==> src/rtl/smb_flag_pkg.sv <==
`timescale 1ns/1ps
package smb_flag_pkg;

   localparam int unsigned FLAG_W = 8;

   // bit positions of the flag register
   localparam int unsigned F_SI    = 0;
   localparam int unsigned F_ACK   = 1;
   localparam int unsigned F_ARB   = 2;
   localparam int unsigned F_ACKRQ = 3;
   localparam int unsigned F_STO   = 4;
   localparam int unsigned F_STA   = 5;
   localparam int unsigned F_TX    = 6;
   localparam int unsigned F_MST   = 7;

   localparam int unsigned ARB_CAUSES = 3;

   // update priority of a single flag cell
   typedef enum logic {
      PRIO_SW_FIRST = 1'b0,
      PRIO_HW_FIRST = 1'b1
   } prio_e;

endpackage

==> src/rtl/smb_flag_cell.sv <==
`timescale 1ns/1ps
module smb_flag_cell
   import smb_flag_pkg::*;
#(
   parameter prio_e PRIO        = PRIO_SW_FIRST,
   parameter bit    SW_WRITABLE = 1'b1,
   parameter bit    RST_VAL     = 1'b0
)(
   input  logic clk,
   input  logic rst_n,
   input  logic hw_set,
   input  logic hw_clr,
   input  logic sw_wr,
   input  logic sw_val,
   output logic q
);

   logic sw_en;
   logic nxt;

   assign sw_en = sw_wr & SW_WRITABLE;

   generate
      if (PRIO == PRIO_HW_FIRST) begin : g_hw_first
         // hardware set, then hardware clear, then software, then hold
         always_comb begin
            if (hw_set)      nxt = 1'b1;
            else if (hw_clr) nxt = 1'b0;
            else if (sw_en)  nxt = sw_val;
            else             nxt = q;
         end

         AST_HW_SET_WINS: assert property (@(posedge clk) disable iff (!rst_n)
            hw_set |=> q);
      end else begin : g_sw_first
         // software, then hardware clear, then hardware set, then hold
         always_comb begin
            if (sw_en)       nxt = sw_val;
            else if (hw_clr) nxt = 1'b0;
            else if (hw_set) nxt = 1'b1;
            else             nxt = q;
         end

         AST_SW_WRITE_WINS: assert property (@(posedge clk) disable iff (!rst_n)
            sw_en |=> (q == $past(sw_val)));
      end
   endgenerate

   always_ff @(posedge clk) begin
      if (!rst_n) q <= RST_VAL;
      else        q <= nxt;
   end

endmodule

==> src/rtl/smb_arb_detect.sv <==
`timescale 1ns/1ps
module smb_arb_detect
   import smb_flag_pkg::*;
#(
   parameter bit ACK_BIT_EXEMPT = 1'b1
)(
   input  logic clk,
   input  logic rst_n,
   input  logic ev_rstart_det,
   input  logic mst_q,
   input  logic sta_q,
   input  logic ev_cond_chk,
   input  logic scl_in,
   input  logic ev_bit_chk,
   input  logic drv_bit,
   input  logic bit_is_ack,
   input  logic sda_in,
   output logic arb_evt
);

   logic [ARB_CAUSES-1:0] cause;
   logic                  bit_counts;

   generate
      if (ACK_BIT_EXEMPT) begin : g_ack_exempt
         assign bit_counts = ~bit_is_ack;
      end else begin : g_ack_checked
         logic unused_ack;
         assign unused_ack = bit_is_ack;
         assign bit_counts = 1'b1;
      end
   endgenerate

   // cause 0: unexpected repeated START while master
   assign cause[0] = ev_rstart_det & mst_q & ~sta_q;
   // cause 1: clock held low while forming STOP or repeated START
   assign cause[1] = ev_cond_chk & ~scl_in;
   // cause 2: data pulled low while a 1 is driven
   assign cause[2] = ev_bit_chk & drv_bit & ~sda_in & bit_counts;

   assign arb_evt = |cause;

   AST_ARB_HAS_SOURCE: assert property (@(posedge clk) disable iff (!rst_n)
      arb_evt |-> (ev_rstart_det | ev_cond_chk | ev_bit_chk));

endmodule

==> src/rtl/smb_event_map.sv <==
`timescale 1ns/1ps
module smb_event_map
   import smb_flag_pkg::*;
(
   input  logic              clk,
   input  logic              rst_n,
   input  logic              ev_start_gen,
   input  logic              ev_stop_gen,
   input  logic              ev_start_det,
   input  logic              ev_stop_det,
   input  logic              ev_frame_start,
   input  logic              ev_addr_rx,
   input  logic              ev_tx_done,
   input  logic              ev_rx_done,
   input  logic              ev_ack_sample,
   input  logic              sda_in,
   input  logic              rx_ack_needed,
   input  logic              slv_addressed,
   input  logic              dat_wr,
   input  logic              sw_wr,
   input  logic              sw_si_val,
   input  logic              mst_q,
   input  logic              arb_evt,
   output logic [FLAG_W-1:0] set_v,
   output logic [FLAG_W-1:0] clr_v
);

   logic txpend_q;
   logic pend_eff;
   logic si_sw_clr;

   // a write in the frame-start cycle still counts for that frame
   assign pend_eff  = txpend_q | dat_wr;
   assign si_sw_clr = sw_wr & ~sw_si_val;

   always_ff @(posedge clk) begin
      if (!rst_n)              txpend_q <= 1'b0;
      else if (ev_frame_start) txpend_q <= 1'b0;
      else if (dat_wr)         txpend_q <= 1'b1;
   end

   always_comb begin
      set_v = '0;
      clr_v = '0;

      set_v[F_MST]   = ev_start_gen;
      clr_v[F_MST]   = ev_stop_gen | arb_evt;

      set_v[F_TX]    = ev_frame_start & pend_eff;
      clr_v[F_TX]    = ev_start_det | arb_evt | (ev_frame_start & ~pend_eff);

      set_v[F_STA]   = ev_addr_rx;

      set_v[F_STO]   = ev_stop_det & (slv_addressed | mst_q);
      clr_v[F_STO]   = ev_stop_gen;

      set_v[F_ACKRQ] = ev_rx_done & rx_ack_needed;
      clr_v[F_ACKRQ] = ev_ack_sample;

      set_v[F_ACK]   = ev_ack_sample & ~sda_in;
      clr_v[F_ACK]   = ev_ack_sample & sda_in;

      set_v[F_ARB]   = arb_evt;
      clr_v[F_ARB]   = si_sw_clr;

      set_v[F_SI]    = ev_start_gen | arb_evt | ev_tx_done | ev_rx_done
                     | ev_addr_rx | ev_stop_det;
   end

   AST_TXPEND_CONSUMED: assert property (@(posedge clk) disable iff (!rst_n)
      ev_frame_start |=> !txpend_q);

   AST_TXPEND_RECORDED: assert property (@(posedge clk) disable iff (!rst_n)
      dat_wr && !ev_frame_start |=> txpend_q);

endmodule

==> src/rtl/smb_ctl_flags.sv <==
`timescale 1ns/1ps
module smb_ctl_flags
   import smb_flag_pkg::*;
#(
   parameter logic [FLAG_W-1:0] HW_FIRST_MASK  = 8'h05,
   parameter logic [FLAG_W-1:0] SW_WR_MASK     = 8'h33,
   parameter logic [FLAG_W-1:0] RST_VAL        = 8'h00,
   parameter bit                ACK_BIT_EXEMPT = 1'b1
)(
   input  logic              clk,
   input  logic              rst_n,
   input  logic              ev_start_gen,
   input  logic              ev_stop_gen,
   input  logic              ev_start_det,
   input  logic              ev_rstart_det,
   input  logic              ev_stop_det,
   input  logic              ev_frame_start,
   input  logic              ev_addr_rx,
   input  logic              ev_tx_done,
   input  logic              ev_rx_done,
   input  logic              ev_ack_sample,
   input  logic              ev_cond_chk,
   input  logic              ev_bit_chk,
   input  logic              scl_in,
   input  logic              sda_in,
   input  logic              drv_bit,
   input  logic              bit_is_ack,
   input  logic              rx_ack_needed,
   input  logic              slv_addressed,
   input  logic              dat_wr,
   input  logic              sw_wr,
   input  logic [FLAG_W-1:0] sw_wdata,
   input  logic              irq_en,
   output logic [FLAG_W-1:0] flags,
   output logic              irq
);

   // elaboration-time configuration checks
   generate
      if (SW_WR_MASK[F_ARB] != 1'b0) begin : g_bad_arb_wr
         initial $fatal(1, "arbitration flag must not be software writable");
      end
      if (HW_FIRST_MASK[F_SI] != 1'b1 || HW_FIRST_MASK[F_ARB] != 1'b1) begin : g_bad_prio
         initial $fatal(1, "interrupt and arbitration flags need hardware priority");
      end
      if (SW_WR_MASK[F_SI] != 1'b1) begin : g_bad_si_wr
         initial $fatal(1, "interrupt flag must be software clearable");
      end
   endgenerate

   logic [FLAG_W-1:0] set_v;
   logic [FLAG_W-1:0] clr_v;
   logic [FLAG_W-1:0] flags_q;
   logic              arb_evt;

   smb_arb_detect #(
      .ACK_BIT_EXEMPT (ACK_BIT_EXEMPT)
   ) u_arb (
      .clk           (clk),
      .rst_n         (rst_n),
      .ev_rstart_det (ev_rstart_det),
      .mst_q         (flags_q[F_MST]),
      .sta_q         (flags_q[F_STA]),
      .ev_cond_chk   (ev_cond_chk),
      .scl_in        (scl_in),
      .ev_bit_chk    (ev_bit_chk),
      .drv_bit       (drv_bit),
      .bit_is_ack    (bit_is_ack),
      .sda_in        (sda_in),
      .arb_evt       (arb_evt)
   );

   smb_event_map u_map (
      .clk            (clk),
      .rst_n          (rst_n),
      .ev_start_gen   (ev_start_gen),
      .ev_stop_gen    (ev_stop_gen),
      .ev_start_det   (ev_start_det),
      .ev_stop_det    (ev_stop_det),
      .ev_frame_start (ev_frame_start),
      .ev_addr_rx     (ev_addr_rx),
      .ev_tx_done     (ev_tx_done),
      .ev_rx_done     (ev_rx_done),
      .ev_ack_sample  (ev_ack_sample),
      .sda_in         (sda_in),
      .rx_ack_needed  (rx_ack_needed),
      .slv_addressed  (slv_addressed),
      .dat_wr         (dat_wr),
      .sw_wr          (sw_wr),
      .sw_si_val      (sw_wdata[F_SI]),
      .mst_q          (flags_q[F_MST]),
      .arb_evt        (arb_evt),
      .set_v          (set_v),
      .clr_v          (clr_v)
   );

   generate
      for (genvar i = 0; i < FLAG_W; i++) begin : g_flag
         smb_flag_cell #(
            .PRIO        (HW_FIRST_MASK[i] ? PRIO_HW_FIRST : PRIO_SW_FIRST),
            .SW_WRITABLE (SW_WR_MASK[i]),
            .RST_VAL     (RST_VAL[i])
         ) u_cell (
            .clk    (clk),
            .rst_n  (rst_n),
            .hw_set (set_v[i]),
            .hw_clr (clr_v[i]),
            .sw_wr  (sw_wr),
            .sw_val (sw_wdata[i]),
            .q      (flags_q[i])
         );
      end
   endgenerate

   assign flags = flags_q;
   assign irq   = flags_q[F_SI] & irq_en;

   AST_RST_CLEARS: assert property (@(posedge clk)
      !rst_n |=> (flags == RST_VAL));

   AST_MST_DROPS_ON_STOP: assert property (@(posedge clk) disable iff (!rst_n)
      ev_stop_gen |=> !flags[F_MST]);

   AST_ACK_TRACKS_SDA: assert property (@(posedge clk) disable iff (!rst_n)
      ev_ack_sample && !sw_wr |=> (flags[F_ACK] == !$past(sda_in)));

   AST_ARB_CLR_WITH_SI: assert property (@(posedge clk) disable iff (!rst_n)
      flags[F_ARB] && sw_wr && !sw_wdata[F_SI] && !arb_evt |=> !flags[F_ARB]);

   AST_SI_NO_HW_CLEAR: assert property (@(posedge clk) disable iff (!rst_n)
      flags[F_SI] && !(sw_wr && !sw_wdata[F_SI]) |=> flags[F_SI]);

   AST_ARB_RAISES_SI: assert property (@(posedge clk) disable iff (!rst_n)
      arb_evt |=> (flags[F_SI] && flags[F_ARB] && !flags[F_MST]));

endmodule

==> config.mk <==
export PLATFORM = sky130hd
export DESIGN_NAME = smb_ctl_flags
export DESIGN_NICKNAME = d
export VERILOG_FILES = /design/src/rtl/smb_flag_pkg.sv /design/src/rtl/smb_flag_cell.sv /design/src/rtl/smb_arb_detect.sv /design/src/rtl/smb_event_map.sv /design/src/rtl/smb_ctl_flags.sv
export SDC_FILE = /design/constraint.sdc
export NUM_CORES = 1
export LEC_CHECK = 0
export BUFFER_PORTS_ARGS = -buffer_cell sky130_fd_sc_hd__buf_2
export CAP_MARGIN = 20
export CORE_AREA = 2 2 39 41
export CTS_CLUSTER_SIZE = 25
export DETAILED_ROUTE_END_ITERATION = 16
export DIE_AREA = 0 0 41 43
export PLACE_DENSITY = 0.72
export SYNTH_ARGS = -nofsm -noshare
export SYNTH_HDL_FRONTEND = slang
export SYNTH_SLANG_ARGS = --single-unit
==> constraint.sdc <==
create_clock -name clk -period 1.7 [get_ports clk]
set_input_delay 0.17 -clock clk [delete_from_list [all_inputs] [get_ports clk]]
set_output_delay 0.17 -clock clk [all_outputs]
set_load 0.005 [all_outputs]
# Yosys cells after proc, flatten, opt, wreduce, memory -nomap -nowiden
# Cells that the tools add are included.
# Widths: inputs -> output; s select.
[classes]
muxes = 12
n_bitwise = 31
reduce_logical = 10
[op_table]
columns = ["op", "n"]
rows = [
  ["$and 1x1->1", 14],
  ["$mux 1", 12],
  ["$or 1x1->1", 10],
  ["$reduce_or 2->1", 4],
  ["$not 1->1", 7],
  ["$reduce_bool 2->1", 3],
  ["$reduce_bool 3->1", 2],
  ["$reduce_or 3->1", 1],
]
[totals]
regBits = 9
inputBits = 31
out_inout_bits = 9

# Longest topological paths before layout
[depth]
depth_word = 10
ltp_mapped = 3
mapped_depth_nobuf = 3

# Cells and area by module
# A second synthesis with hierarchy kept.
[unflattened]
cells_unflattened = 60
hier_area_um2 = 511.7
[by_module_without_submodules]
columns = ["mod", "instances", "cells_each", "area_each_um2"]
rows = [
  ["smb_event_map", 1, 23, 163.9],
  ["smb_flag_cell at g_flag[1].u_cell ...", 3, 5, 40.0],
  ["smb_flag_cell at g_flag[3].u_cell ...", 3, 3, 36.3],
  ["smb_flag_cell at g_flag[0].u_cell", 1, 5, 45.0],
  ["smb_flag_cell at g_flag[2].u_cell", 1, 3, 41.3],
  ["smb_arb_detect", 1, 4, 26.3],
  ["smb_ctl_flags", 1, 1, 6.3],
]

# Worst setup path before layout
# Ideal clock, no wire load.
[synth_timing]
kind = "input-to-reg"
startpoint = "in ev_tx_done"
endpoint = "reg g_flag[0].u_cell.q"
setup_time_ns = 0.134
arrival_time_ns = 0.894
required_ns = 1.566
path_slack_ns = 0.672
path_stages = 3
n_path_buf = 0
path_cell_list = "or4_4 -> nor3_2 -> a41oi_1"
[synth_via]
elab_chain_len = 5
word_cells_on_any_way = 6
cone_classes = "mux (1); bitwise (4); reduce/logical (1)"
[synth_lines]
columns = ["element", "line", "source"]
rows = [
  ["start: declaration", "smb_ctl_flags.sv:19", "input logic ev_tx_done,"],
  ["$or 1x1->1 (*) (2 in series)", "smb_event_map.sv:66", "set_v[F_SI] = ev_start_gen | arb_evt | ev_tx_done | ev_rx_done"],
  ["$or 1x1->1 (*) (2 in series)", "smb_event_map.sv:67", "| ev_addr_rx | ev_stop_det;"],
  ["$mux 1 or $reduce_bool 2->1 (tied branches)", "n/a", ""],
  ["end signal: assignment", "smb_flag_cell.sv:51", "else q <= nxt;"],
  ["end: declaration", "smb_flag_cell.sv:15", "output logic q"],
]
# Every way passes the cells marked *; elsewhere a longest branch is shown, timed or not.
# A chain may end at the register's enable or synchronous reset.

# Final worst setup path
[layout_timing]
startpoint = "reg g_flag[0].u_cell.q"
endpoint = "out irq"
[layout_via]
elab_chain_len = 1
[layout_lines]
columns = ["element", "line", "source"]
rows = [
  ["$and 1x1->1", "smb_ctl_flags.sv:116", "assign irq = flags_q[F_SI] & irq_en;"],
  ["end: declaration", "smb_ctl_flags.sv:35", "output logic irq"],
]
# No other way between the ends.

==> results_dict.tcl <==
set metrics [dict create \
    ant_nets 0 \
    synth-seq-cells 9 \
    synth_top_area_share_pct 41.03 \
    cts.repair.resized 0 \
    drc 0 \
    core_area_um2 1384 \
    fin_setup_tns_ps 0 \
    startpoint_type "flip-flop" \
    grt_pass1_wl_um 1559 \
    post-cts-setup-buffers 0 \
    fmax_ghz 0.9873 \
    gp_congestion 0.7369 \
    finalCritPeriodShare_pct 59.58 \
    seq_area_frac_synth_pct 41.03 \
    cp_max_fo 3 \
    slew_violations 0 \
    ys_types 21 \
    yosysWarnings 0 \
    p_sw_mw 0.1187 \
    grt_overflow 0 \
    detail_route.vias_per_cell 4.742 \
    peakVddDrop_uv 319.4 \
    syn-instance-count 50 \
    clkPwrFrac_pct 35.7 \
    grt_pass1_vias 431 \
    ios 40 \
    wl_um 1021 \
    combinationalPowerShare_pct 16.2 \
    die_w_um 41 \
    fin_nets 113 \
    drv_cap 0 \
    wire_per_inst_um 10.53 \
    vias 460 \
    die_area_um2 1763 \
    dp_hpwl_um 840.3 \
    ys.flop_type "dfxtp_1" \
    async_flop_share_pct 0 \
    cts_made_buffers 3 \
    critPathKind "reg2out" \
    cts.path.max_buffers 2 \
    yosysMostFrequentCell "dfxtp_1" \
    fin_skew_ps 2.910 \
    rsz0062_at_grt "no" \
    rows 14 \
    cp-end-kind "primary output" \
    antenna_cells 0 \
    synth_area_per_cell_um2 8.783 \
    p_seq_share_pct 48.2 \
    setup_viol 0 \
    p_int_mw 0.3579 \
    slew-limit-headroom_pct 79.23 \
    drive_gt1_share_pct 50.62 \
    synth_nets 81 \
    cts_root_buf "clkbuf_4" \
    drtIter0Drc 10 \
    outcome "completed" \
    design_power_total_mw 0.4766 \
    arrival_ps 840 \
    finalCriticalPeriod_ps 1013 \
    worst_pin_slew_ps 303.8 \
    initial_core_util_pct 31.74 \
    clkSinkCount 9 \
    clk_latency_ps 260 \
    antenna_found_initial 0 \
    synth_edf_count 0 \
    die_h_um 43 \
    port_buffers 35 \
    swShare_pct 24.91 \
    leakage_nw 0.2993 \
    hold_path_class "in2reg" \
    cts.clk_slew.worst_paths_ps 70 \
    syn_to_final_growth_pct 36.75 \
    grt_max_degree 7 \
    synth_area_leaders "dfxtp_1 41%, buf_4 14%, nor3_1 4.6%" \
    synth_common_cells "9 x dfxtp_1, 8 x buf_4, 5 x nor2_1, 4 x nor3_1" \
    first_pass_iters 4 \
    syn_area_um2 439.2 \
    hold_viol_final 0 \
    grt_usage_pct 12.98 \
    cts_tree "built" \
    cts_htree_levels 1 \
    synth_area_leader_cell "dfxtp_1" \
    hold_buffers 0 \
    power.density_nw_per_um2 793.7 \
    worstPathRequired_ps 1530 \
]
## routing by layer
layer | vias up | routed length, µm | GRT usage [%]
met5 | - | 0 | 0
met3 | 2 | 77 | 3.141
met2 | 25 | 499 | 20.63
met1 | 201 | 438 | 14.56
li1 | 232 | - | -
met4 | 0 | 6 | 8.000
## area by class of cell
| type | instances | area, µm² |
|---|---|---|
| fillers | 141 | 783.3 |
| clock buffers | 4 | 26.28 |
| repair buffers | 35 | 175.2 |
| multi-input cells | 31 | 191.4 |
| flip-flops and latches | 9 | 180.2 |
| inverters | 2 | 7.507 |
| well taps | 16 | 20.02 |
## metrics by stage
| stage | worst slack [ps] | std cells | hold slack [ps] | utilization, % | instance area [µm²] |
|---|---|---|---|---|---|
| 2_1_floorplan | 671.7 | 50 | 249.3 | - | 439.2 |
| 3_3_place_gp | 551.3 | 93 | 342.9 | 41.50 | 574.3 |
| 3_5_place_dp | 538.9 | 93 | 350.2 | 41.50 | 574.3 |
| 4_1_cts | 681.4 | 97 | 70.24 | 43.40 | 600.6 |
| 5_1_grt | 552.0 | 97 | 76.33 | 43.40 | 600.6 |
| 6_report | 687.1 | 97 | 75.73 | 43.40 | 600.6 |
## power by group through the flow
stage	logic (mW)	clock network [mW]	registers, mW
2_1_floorplan	0.0435	0	0.233
3_3_place_gp	0.0766	0	0.234
3_5_place_dp	0.0776	0	0.234
4_1_cts	0.0778	0.172	0.230
5_1_grt	0.0878	0.187	0.231
6_report	0.0770	0.170	0.230
## critical path, cell delays in order, from the launching register on
cell and delay [ps]:
dfxtp_1 350, and2_1 130, buf_2 100
## cells by family (layout without fill, tap and decap cells)
kind of cell | after synthesis | count (layout) | share of synthesized area (%)
DFF | 9 | 9 | 41.03
muxes | 1 | 1 | 2.564
AOI/OAI and AO/OA | 11 | 11 | 16.24
and+or+nand+nor | 19 | 19 | 24.79
buffers and inverters | 10 | 41 | 15.39
## worst paths after layout
check,from,endpoint,slack [ps],cells past startpoint
min reg2reg,g_flag[6].u_cell.q$_SDFFE_PP0P_,g_flag[6].u_cell.q$_SDFFE_PP0P_,500,2
min,ev_start_det,g_flag[6].u_cell.q$_SDFFE_PP0P_,80,2
max,g_flag[0].u_cell.q$_SDFFE_PN0P_,irq,690,2
max reg2reg,g_flag[5].u_cell.q$_SDFFE_PN0P_,g_flag[6].u_cell.q$_SDFFE_PP0P_,700,3
## flip-flops by register name (all words and copies together) (netlist names)
name / cells
g_flag.u_cell.q: 8
u_map.txpend_q: 1
## placed cells by master, fill, tap and decap left out
cell,n
buf_2,35
dfxtp_1,9
nor2_1,5
nor3_1,4
nand2_1,3
a21oi_1,3
clkbuf_4,3
inv_1,2
a41oi_1,2
o21ai_0,2
and2_1,1
o211ai_1,1
nand4bb_1,1
nand3b_1,1
nand2b_1,1
mux2_2,1
or4_4,1
nor3_2,1
o21ai_1,1
nand4_1,1
a2111oi_0,1
o21a_1,1
clkbuf_1,1
No activity file was read; power rests on OpenSTA's default activity.
